File: config.mk
export PLATFORM = sky130hd
export DESIGN_NAME = otc_timer
export DESIGN_NICKNAME = d
export VERILOG_FILES = /design/src/rtl/otc_pkg.sv /design/src/rtl/otc_prescale.sv /design/src/rtl/otc_counter.sv /design/src/rtl/otc_flag.sv /design/src/rtl/otc_timer.sv
export SDC_FILE = /design/constraint.sdc
export NUM_CORES = 1
export LEC_CHECK = 0
export ABC_AREA = 1
export CORE_MARGIN = 3
export CORE_UTILIZATION = 30
export DETAILED_ROUTE_END_ITERATION = 8
export DONT_BUFFER_PORTS = 1
export PLACE_DENSITY_LB_ADDON = 0.15
export SLEW_MARGIN = 0
export SYNTH_ARGS = -nofsm -noshare
export SYNTH_HDL_FRONTEND = slang
export SYNTH_SLANG_ARGS = --single-unit
File: constraint.sdc
create_clock -name clk -period 5.9 [get_ports clk]
set_clock_uncertainty 0.15 [all_clocks]
set_input_delay 1.77 -clock clk [delete_from_list [all_inputs] [get_ports clk]]
set_output_delay 1.77 -clock clk [all_outputs]
set_load 0.005 [all_outputs]
File: src/rtl/otc_pkg.sv
package otc_pkg;
    localparam int CNT_W  = 16;
    localparam int PS_W   = 3;
    localparam int DATA_W = 8;
    localparam int ADDR_W = 3;

    localparam int FLG_OVF = 0;
    localparam int FLG_CH  = 1;
    localparam int NFLAG   = 2;

    localparam logic [ADDR_W-1:0] A_GCTL  = 3'd0;
    localparam logic [ADDR_W-1:0] A_CNTH  = 3'd1;
    localparam logic [ADDR_W-1:0] A_CNTL  = 3'd2;
    localparam logic [ADDR_W-1:0] A_CHCTL = 3'd3;
    localparam logic [ADDR_W-1:0] A_CMPH  = 3'd4;
    localparam logic [ADDR_W-1:0] A_CMPL  = 3'd5;

    typedef enum logic [1:0] {
        SRC_OFF = 2'b00,
        SRC_BUS = 2'b01,
        SRC_FIX = 2'b10,
        SRC_EXT = 2'b11
    } clk_src_e;

    typedef struct packed {
        logic             toie;
        logic             cpwm;
        clk_src_e         clks;
        logic [PS_W-1:0]  ps;
        logic             ch_ie;
        logic             ch_msb;
        logic             ch_msa;
        logic             ch_elb;
        logic             ch_ela;
        logic [CNT_W-1:0] cmp;
    } regs_t;
endpackage

File: src/rtl/otc_prescale.sv
module otc_prescale
    import otc_pkg::*;
#(
    parameter int PS_W = 3
) (
    input  logic            clk,
    input  logic            rst_n,
    input  clk_src_e        src,
    input  logic [PS_W-1:0] ps,
    input  logic            fix_tick,
    input  logic            ext_tick,
    output logic            cnt_en
);
    localparam int PRE_W = (1 << PS_W) - 1;

    typedef struct packed {
        logic [PRE_W-1:0] pre;
    } pre_t;

    pre_t             s_q, s_d;
    logic             tick;
    logic [PRE_W-1:0] mask;

    always_comb begin
        unique case (src)
            SRC_BUS: tick = 1'b1;
            SRC_FIX: tick = fix_tick;
            SRC_EXT: tick = ext_tick;
            default: tick = 1'b0;
        endcase
        for (int i = 0; i < PRE_W; i++) begin
            mask[i] = (i < int'(ps));
        end
        cnt_en = tick && ((s_q.pre & mask) == mask);
        s_d = s_q;
        if (src == SRC_OFF) begin
            s_d.pre = '0;
        end else if (tick) begin
            s_d.pre = s_q.pre + 1'b1;
        end
    end

    always_ff @(posedge clk or negedge rst_n) begin
        if (!rst_n) s_q <= '0;
        else        s_q <= s_d;
    end
endmodule

File: src/rtl/otc_counter.sv
module otc_counter #(
    parameter int CNT_W = 16
) (
    input  logic             clk,
    input  logic             rst_n,
    input  logic             en,
    output logic [CNT_W-1:0] cnt_q,
    output logic [CNT_W-1:0] cnt_nxt,
    output logic             wrap
);
    logic [CNT_W-1:0] cnt_d;

    always_comb begin
        cnt_nxt = cnt_q + 1'b1;
        wrap    = en && (&cnt_q);
        cnt_d   = en ? cnt_nxt : cnt_q;
    end

    always_ff @(posedge clk or negedge rst_n) begin
        if (!rst_n) cnt_q <= '0;
        else        cnt_q <= cnt_d;
    end
endmodule

File: src/rtl/otc_flag.sv
module otc_flag (
    input  logic clk,
    input  logic rst_n,
    input  logic set_evt,
    input  logic rd_hit,
    input  logic wr_hit,
    input  logic wr_bit,
    output logic flag_q,
    output logic arm_q
);
    typedef struct packed {
        logic flag;
        logic arm;
    } flg_t;

    flg_t s_q, s_d;

    always_comb begin
        s_d = s_q;
        if (rd_hit && s_q.flag) s_d.arm = 1'b1;
        if (wr_hit) begin
            s_d.arm = 1'b0;
            if (s_q.arm && !wr_bit) s_d.flag = 1'b0;
        end
        if (set_evt) s_d.flag = 1'b1;
    end

    always_ff @(posedge clk or negedge rst_n) begin
        if (!rst_n) s_q <= '0;
        else        s_q <= s_d;
    end

    assign flag_q = s_q.flag;
    assign arm_q  = s_q.arm;
endmodule

File: src/rtl/otc_timer.sv
module otc_timer
    import otc_pkg::*;
(
    input  logic              clk,
    input  logic              rst_n,
    input  logic              fix_tick,
    input  logic              ext_tick,
    input  logic [ADDR_W-1:0] bus_addr,
    input  logic              bus_wr,
    input  logic              bus_rd,
    input  logic [DATA_W-1:0] bus_wdata,
    output logic [DATA_W-1:0] bus_rdata,
    output logic              irq_ovf,
    output logic              irq_ch
);
    localparam int FLAG_BIT = DATA_W - 1;

    regs_t            r_q, r_d;
    logic             cnt_en, wrap, oc_mode, match;
    logic [CNT_W-1:0] cnt_q, cnt_nxt;
    logic [NFLAG-1:0] set_evt, rd_hit, wr_hit, wr_bit, flag_q, arm_q;
    logic             hit_gctl_w, hit_chctl_w, hit_cmph_w, hit_cmpl_w;
    logic [1:0]       gclks;
    logic             ch_flag, ch_arm, ch_wr_hit, ovf_flag, ch_ie;

    always_comb begin
        hit_gctl_w  = bus_wr && (bus_addr == A_GCTL);
        hit_chctl_w = bus_wr && (bus_addr == A_CHCTL);
        hit_cmph_w  = bus_wr && (bus_addr == A_CMPH);
        hit_cmpl_w  = bus_wr && (bus_addr == A_CMPL);

        r_d = r_q;
        if (hit_gctl_w) begin
            r_d.toie = bus_wdata[6];
            r_d.cpwm = bus_wdata[5];
            r_d.clks = clk_src_e'(bus_wdata[4:3]);
            r_d.ps   = bus_wdata[PS_W-1:0];
        end
        if (hit_chctl_w) begin
            r_d.ch_ie  = bus_wdata[6];
            r_d.ch_msb = bus_wdata[5];
            r_d.ch_msa = bus_wdata[4];
            r_d.ch_elb = bus_wdata[3];
            r_d.ch_ela = bus_wdata[2];
        end
        if (hit_cmph_w) r_d.cmp[CNT_W-1:DATA_W] = bus_wdata;
        if (hit_cmpl_w) r_d.cmp[DATA_W-1:0]     = bus_wdata;
    end

    always_ff @(posedge clk or negedge rst_n) begin
        if (!rst_n) r_q <= '0;
        else        r_q <= r_d;
    end

    otc_prescale #(.PS_W(PS_W)) u_pre (
        .clk      (clk),
        .rst_n    (rst_n),
        .src      (r_q.clks),
        .ps       (r_q.ps),
        .fix_tick (fix_tick),
        .ext_tick (ext_tick),
        .cnt_en   (cnt_en)
    );

    otc_counter #(.CNT_W(CNT_W)) u_cnt (
        .clk     (clk),
        .rst_n   (rst_n),
        .en      (cnt_en),
        .cnt_q   (cnt_q),
        .cnt_nxt (cnt_nxt),
        .wrap    (wrap)
    );

    always_comb begin
        oc_mode = r_q.ch_msa && !r_q.ch_msb && !r_q.cpwm;
        match   = cnt_en && oc_mode && (cnt_nxt == r_q.cmp);

        set_evt[FLG_OVF] = wrap;
        set_evt[FLG_CH]  = match;
        rd_hit[FLG_OVF]  = bus_rd && (bus_addr == A_GCTL);
        rd_hit[FLG_CH]   = bus_rd && (bus_addr == A_CHCTL);
        wr_hit[FLG_OVF]  = hit_gctl_w;
        wr_hit[FLG_CH]   = hit_chctl_w;
        wr_bit           = {NFLAG{bus_wdata[FLAG_BIT]}};
    end

    for (genvar g = 0; g < NFLAG; g++) begin : g_flag
        otc_flag u_flag (
            .clk     (clk),
            .rst_n   (rst_n),
            .set_evt (set_evt[g]),
            .rd_hit  (rd_hit[g]),
            .wr_hit  (wr_hit[g]),
            .wr_bit  (wr_bit[g]),
            .flag_q  (flag_q[g]),
            .arm_q   (arm_q[g])
        );
    end

    always_comb begin
        unique case (bus_addr)
            A_GCTL:  bus_rdata = {flag_q[FLG_OVF], r_q.toie, r_q.cpwm,
                                  r_q.clks, r_q.ps};
            A_CNTH:  bus_rdata = cnt_q[CNT_W-1:DATA_W];
            A_CNTL:  bus_rdata = cnt_q[DATA_W-1:0];
            A_CHCTL: bus_rdata = {flag_q[FLG_CH], r_q.ch_ie, r_q.ch_msb,
                                  r_q.ch_msa, r_q.ch_elb, r_q.ch_ela, 2'b00};
            A_CMPH:  bus_rdata = r_q.cmp[CNT_W-1:DATA_W];
            A_CMPL:  bus_rdata = r_q.cmp[DATA_W-1:0];
            default: bus_rdata = '0;
        endcase
    end

    assign irq_ovf   = flag_q[FLG_OVF] && r_q.toie;
    assign irq_ch    = flag_q[FLG_CH] && r_q.ch_ie;

    assign gclks     = r_q.clks;
    assign ch_flag   = flag_q[FLG_CH];
    assign ch_arm    = arm_q[FLG_CH];
    assign ch_wr_hit = wr_hit[FLG_CH];
    assign ovf_flag  = flag_q[FLG_OVF];
    assign ch_ie     = r_q.ch_ie;
endmodule

After elaboration in Yosys (flattened, before gate mapping)
Cells that the tools add are included.
{ "totals": {"input_bits": 17, "out_inout_bits": 10, "elab_cells": 82, "register_bits": 55} }
{ "op_classes": {"magnitude_cmp": 7, "addsub": 2, "reduce_logical": 33, "n_eq_ne": 10, "bitwise_logic": 1, "mux": 12} }
{ "op_table": {"columns": ["cell", "count"], "rows": [
  ["8-bit one-hot mux with 6 select lines", 1],
  ["1-bit logical AND", 18],
  ["16-bit by 1-bit adder with 16-bit output, second input constant", 1],
  ["16-bit equality test", 1],
  ["16-bit AND reduction", 1],
  ["7-bit 2-to-1 mux", 2],
  ["2-bit nonzero test", 7],
  ["3-bit < comparator, first input constant", 3],
  ["7-bit by 1-bit adder with 7-bit output, second input constant", 1],
  ["7-bit bitwise AND", 1],
  ["7-bit equality test", 1],
  ["3-bit by 2-bit equality test with 1-bit output, second input constant", 2],
  ["3-bit equality test, second input constant", 2],
  ["1-bit by 3-bit < comparator with 1-bit output, first input constant", 2],
  ["2-bit by 3-bit < comparator with 1-bit output, first input constant", 2],
  ["1-bit 2-to-1 mux", 6],
  ["2-bit equality test, second input constant", 2],
  ["2-bit 2-to-1 mux", 2],
  ["2-bit AND reduction", 2],
  ["3-bit by 1-bit equality test with 1-bit output, second input constant", 1],
  ["1-bit logical NOT", 3],
  ["3-bit logical NOT", 1],
  ["1-bit one-hot mux with 3 select lines", 1],
  ["2-bit by 1-bit equality test with 1-bit output, second input constant", 1],
  ["2-bit logical NOT", 1]
]} }

Logic depth before layout (Yosys ltp)
{ "logic_depth": {"word_depth": 8, "ltp_mapped": 14, "depth_no_buf": 13} }

Hierarchy
A second synthesis with hierarchy kept.
{ "unflattened": {"hier_cells": 476, "area_unflattened_um2": 3408.3} }
{ "modules_own_cells": {"columns": ["mod", "seq_area_each_um2", "cells_each", "area_per_inst_um2", "instances"], "rows": [
  ["otc_timer", 700.7, 245, 1791.7, 1],
  ["otc_counter", 400.4, 140, 982.2, 1],
  ["otc_prescale", 175.2, 73, 476.7, 1],
  ["otc_flag", 50.0, 9, 78.8, 2]
]} }

Least setup slack after synthesis
No wires, ideal clock.
{ "synth_path": {"kind": "input port to output port", "start": "input bus_addr[0]", "end": "output bus_rdata[3]", "t_arrival_ps": 2570, "path_stages": 3, "n_path_buf": 0, "setup_slack_ps": 1410, "required_time_ps": 3980, "path_cell_list": "nor3_1 a22oi_1 o211ai_1"} }
{ "synth_between": {"elab_chain_len": 2, "elab_cells_between_ends": 7} }
{ "synth_lines": {"columns": ["element", "line", "source"], "rows": [
  ["start: declaration", "otc_timer.sv:8", "input logic [ADDR_W-1:0] bus_addr,"],
  ["3-bit equality test (tied with other cells)", "otc_timer.sv:101", "unique case (bus_addr)"],
  ["8-bit one-hot mux with 6 select lines (*)", "otc_timer.sv:101", null],
  ["end: declaration", "otc_timer.sv:12", "output logic [DATA_W-1:0] bus_rdata,"]
]} }
Mark *: on every way between the ends. The rest lies on a longest branch, timed or not.

Worst setup path in the final report
{ "layout_path": {"start": "input bus_addr[0]", "end": "output bus_rdata[1]"} }
Same word-level chain as after synthesis.

==> impl_metrics.ini <==
[timing]
total_setup_violations_reported_at_the_end_of_the_flow = 0
fmax_mhz = 215
min_period_ps = 4650
max_slew.worst_pin.slew_ps = 618
hold_viol_final = 0
total_negative_slack_for_setup_checks_ps = 0
rsz0062_at_grt = false
period_utilization_post_route_pct = 78.8
timing.final.max_slew_violations = 0
relSlewSlack_pct = 58.7

[place]
gp_congestion = 0.885
hpwl_um = 7200
port_buffer_count = 0

[die]
floorplan.die.height_um = 109
fp-row-count = 37
io-pin-count = 27
die_w_um = 109
floorplan.initialDensity_pct = 31.0
design.die.area_um2 = 12000
placeableCoreArea_um2 = 10400

[cts]
clkSlewWorstSetupHoldPaths_ps = 110
cts_max_path_buffers = 2
ctsHoldBuffers = 0
post_cts_resize_count = 0
cts.repair_timing.setup_buffer_count = 0
cts_inserted_buffers = 5
clock-sinks = 55
clock_insertion_delay_worst_skew_ps = 310
cts.htree.levels = 2
cts_root_buf = sky130_fd_sc_hd__clkbuf_8
cts_tree = done

[global_routing]
wire_length_of_the_first_global_routing_pass_um = 15300
grt_max_degree = 56
grt_use_total_pct = 16.8
grt_antenna_before_repair = 0
overflow = 0
first_global_vias = 2805

[synth]
syn_avg_cell_area_um2 = 7.12
synth-seq-area-share_pct = 42.9
synth_area_um2 = 3210
count_of_yosys_warnings_during_synthesis = 0
postSynthRegisterBits = 55
synth_top_cells_by_area = sky130_fd_sc_hd__dfrtp_1, sky130_fd_sc_hd__nand2_1, sky130_fd_sc_hd__o21ai_0
yosysUniqueCellTypes = 33
synth_nets = 470
synth_top_area_share_pct = 42.9
synth_largest_area_cell = sky130_fd_sc_hd__dfrtp_1
synthesis.instances = 451

[power]
irDropWorstVdd_mv = 0.154
power_density_nw_per_um2 = 303
report.power.total_w = 0.00104
power_leakage_nw = 1.58

[final_layout]
post_route_cells_drive_above_1_share_pct = 4.42
num-fill-cells = 1142
final_common_cell = sky130_fd_sc_hd__nand2_1
sequential_area_um2 = 1380
design.final.nets = 472
leading_cell_types_in_the_layout_fill_and_taps_excluded = sky130_fd_sc_hd__nand2_1, sky130_fd_sc_hd__inv_1, sky130_fd_sc_hd__dfrtp_1, sky130_fd_sc_hd__o21ai_0, sky130_fd_sc_hd__nand3_1
syn2layout_area_growth_pct = 7.36
multi_input_comb_area_um2 = 1590
insertedDiodeCount = 0

[route]
wire_per_inst_um = 15.9
ant_nets = 0
detailedRoute.firstPassIterationCount = 5
wirelength_um = 9390
drtIter0Drc = 188
via_count = 2925
drc = 0
viasPerCell = 4.97

[critical_path]
cpMaxStageDelayCell = sky130_fd_sc_hd__a221oi_1
timing.critical_path.to_type = output port
path_common_cell = sky130_fd_sc_hd__inv_1
cp.arrival_ps = 2730
worst_path_largest_cell_delay_ps = 280
worst-setup-path-type = in -> out
cp-start-kind = primary input
crit_required_ps = 3980
crit_fanout = 7
path_cells = inv_1 -> nor2_1 -> nand2_1 -> inv_1 -> a221oi_1 -> o21ai_0

[job]
maxCapViolCount = 0

[min_path]
hold_path_class = reg -> reg

[run_status]
outcome = finished clean
==> cells in the mapped netlist (all sizes together) <==
cell    instances
nand2         157
inv            57
dfrtp          55
o21ai          49
nand3          39
nor2           27
a21oi          11
nor3           10
nand4           6
o22ai           6
a22oi           5
clkbuf          4
o211ai          4
nor3b           3
xor2            3
a221oi          2
a31oi           2
buf             2
ha              2
a32o            1
clkinv          1
nand3b          1
nor4            1
o21bai          1
xnor2           1
xnor3           1
==> power by group <==
| group | switching [W] | internal [W] | leakage, nW |
|---|---|---|---|
| Clock | 0.000140 | 0.0000843 | 0.0446 |
| Sequential | 0.0000984 | 0.000443 | 0.718 |
| Combinational | 0.000179 | 0.0000991 | 0.822 |
==> stage by stage <==
stage / utilization, % / setup slack (ps) / hold slack, ps / std cells / area, um2
after detailed placement: 32.4 / 1240 / 340 / 582 / 3360
after global routing: 33.3 / 1160 / 401 / 589 / 3450
after global placement: 32.4 / 1260 / 337 / 582 / 3360
after CTS: 33.3 / 1230 / 376 / 589 / 3450
final: 33.3 / 1250 / 378 / 589 / 3450
after floorplan: - / 1410 / 304 / 451 / 3210
==> cell type report <==
cell class              count  share of cell area, %
clock buffers               5                   2.00
clock inverters             2                  0.508
repair buffers              1                  0.218
multi-input cells         332                   46.1
well taps                 136                   4.93
inverters                  58                   6.31
flip-flops and latches     55                   39.9
==> layer usage <==
layer | vias up | track usage (%) | wire length [um]
li1 | 1483 | - | -
met1 | 1360 | 24.0 | 4520
met3 | 14 | 2.99 | 473
met5 | - | 0 | 0
met4 | 0 | 5.70 | 187
met2 | 68 | 25.7 | 4200
==> registers in the layout, summed over array words and instances (netlist names) <==
name	count
ch_ie	1
g_flag.u_flag.arm_q	2
g_flag.u_flag.flag_q	2
gclks	2
r_q	25
u_cnt.cnt_q	16
u_pre.s_q	7
==> cells by family (layout without fill, tap and decap cells) <==
family	after synthesis	count (layout)	synth area share, %
AOI/OAI and AO/OA	81	81	14.1
xor gates and xnor gates	5	5	1.79
adders and majority gates	2	2	0.779
buffers and inverters	64	66	7.64
DFF	55	55	42.9
and+or+nand+nor	244	244	32.8
==> critical path: cells and delay by family <==
kind	cells	cell delay, ps
AO/OA/AOI/OAI	2	500
buffers and inverters	2	200
AND/OR/NAND/NOR	2	270
==> worst paths after layout <==
check	cells past startpoint	slack (ps)	startpoint	to
max	6	1250	bus_addr[0]	bus_rdata[1]
min in group asynchronous	0	980	rst_n	r_q[8]
min	2	380	r_q[16]	r_q[16]
max in group asynchronous	0	4510	rst_n	u_cnt.cnt_q[4]
min reg2reg	2	380	r_q[16]	r_q[16]
max reg2reg	13	3630	u_cnt.cnt_q[0]	g_flag[1].u_flag.flag_q
No activity file was read; power rests on OpenSTA's default activity.
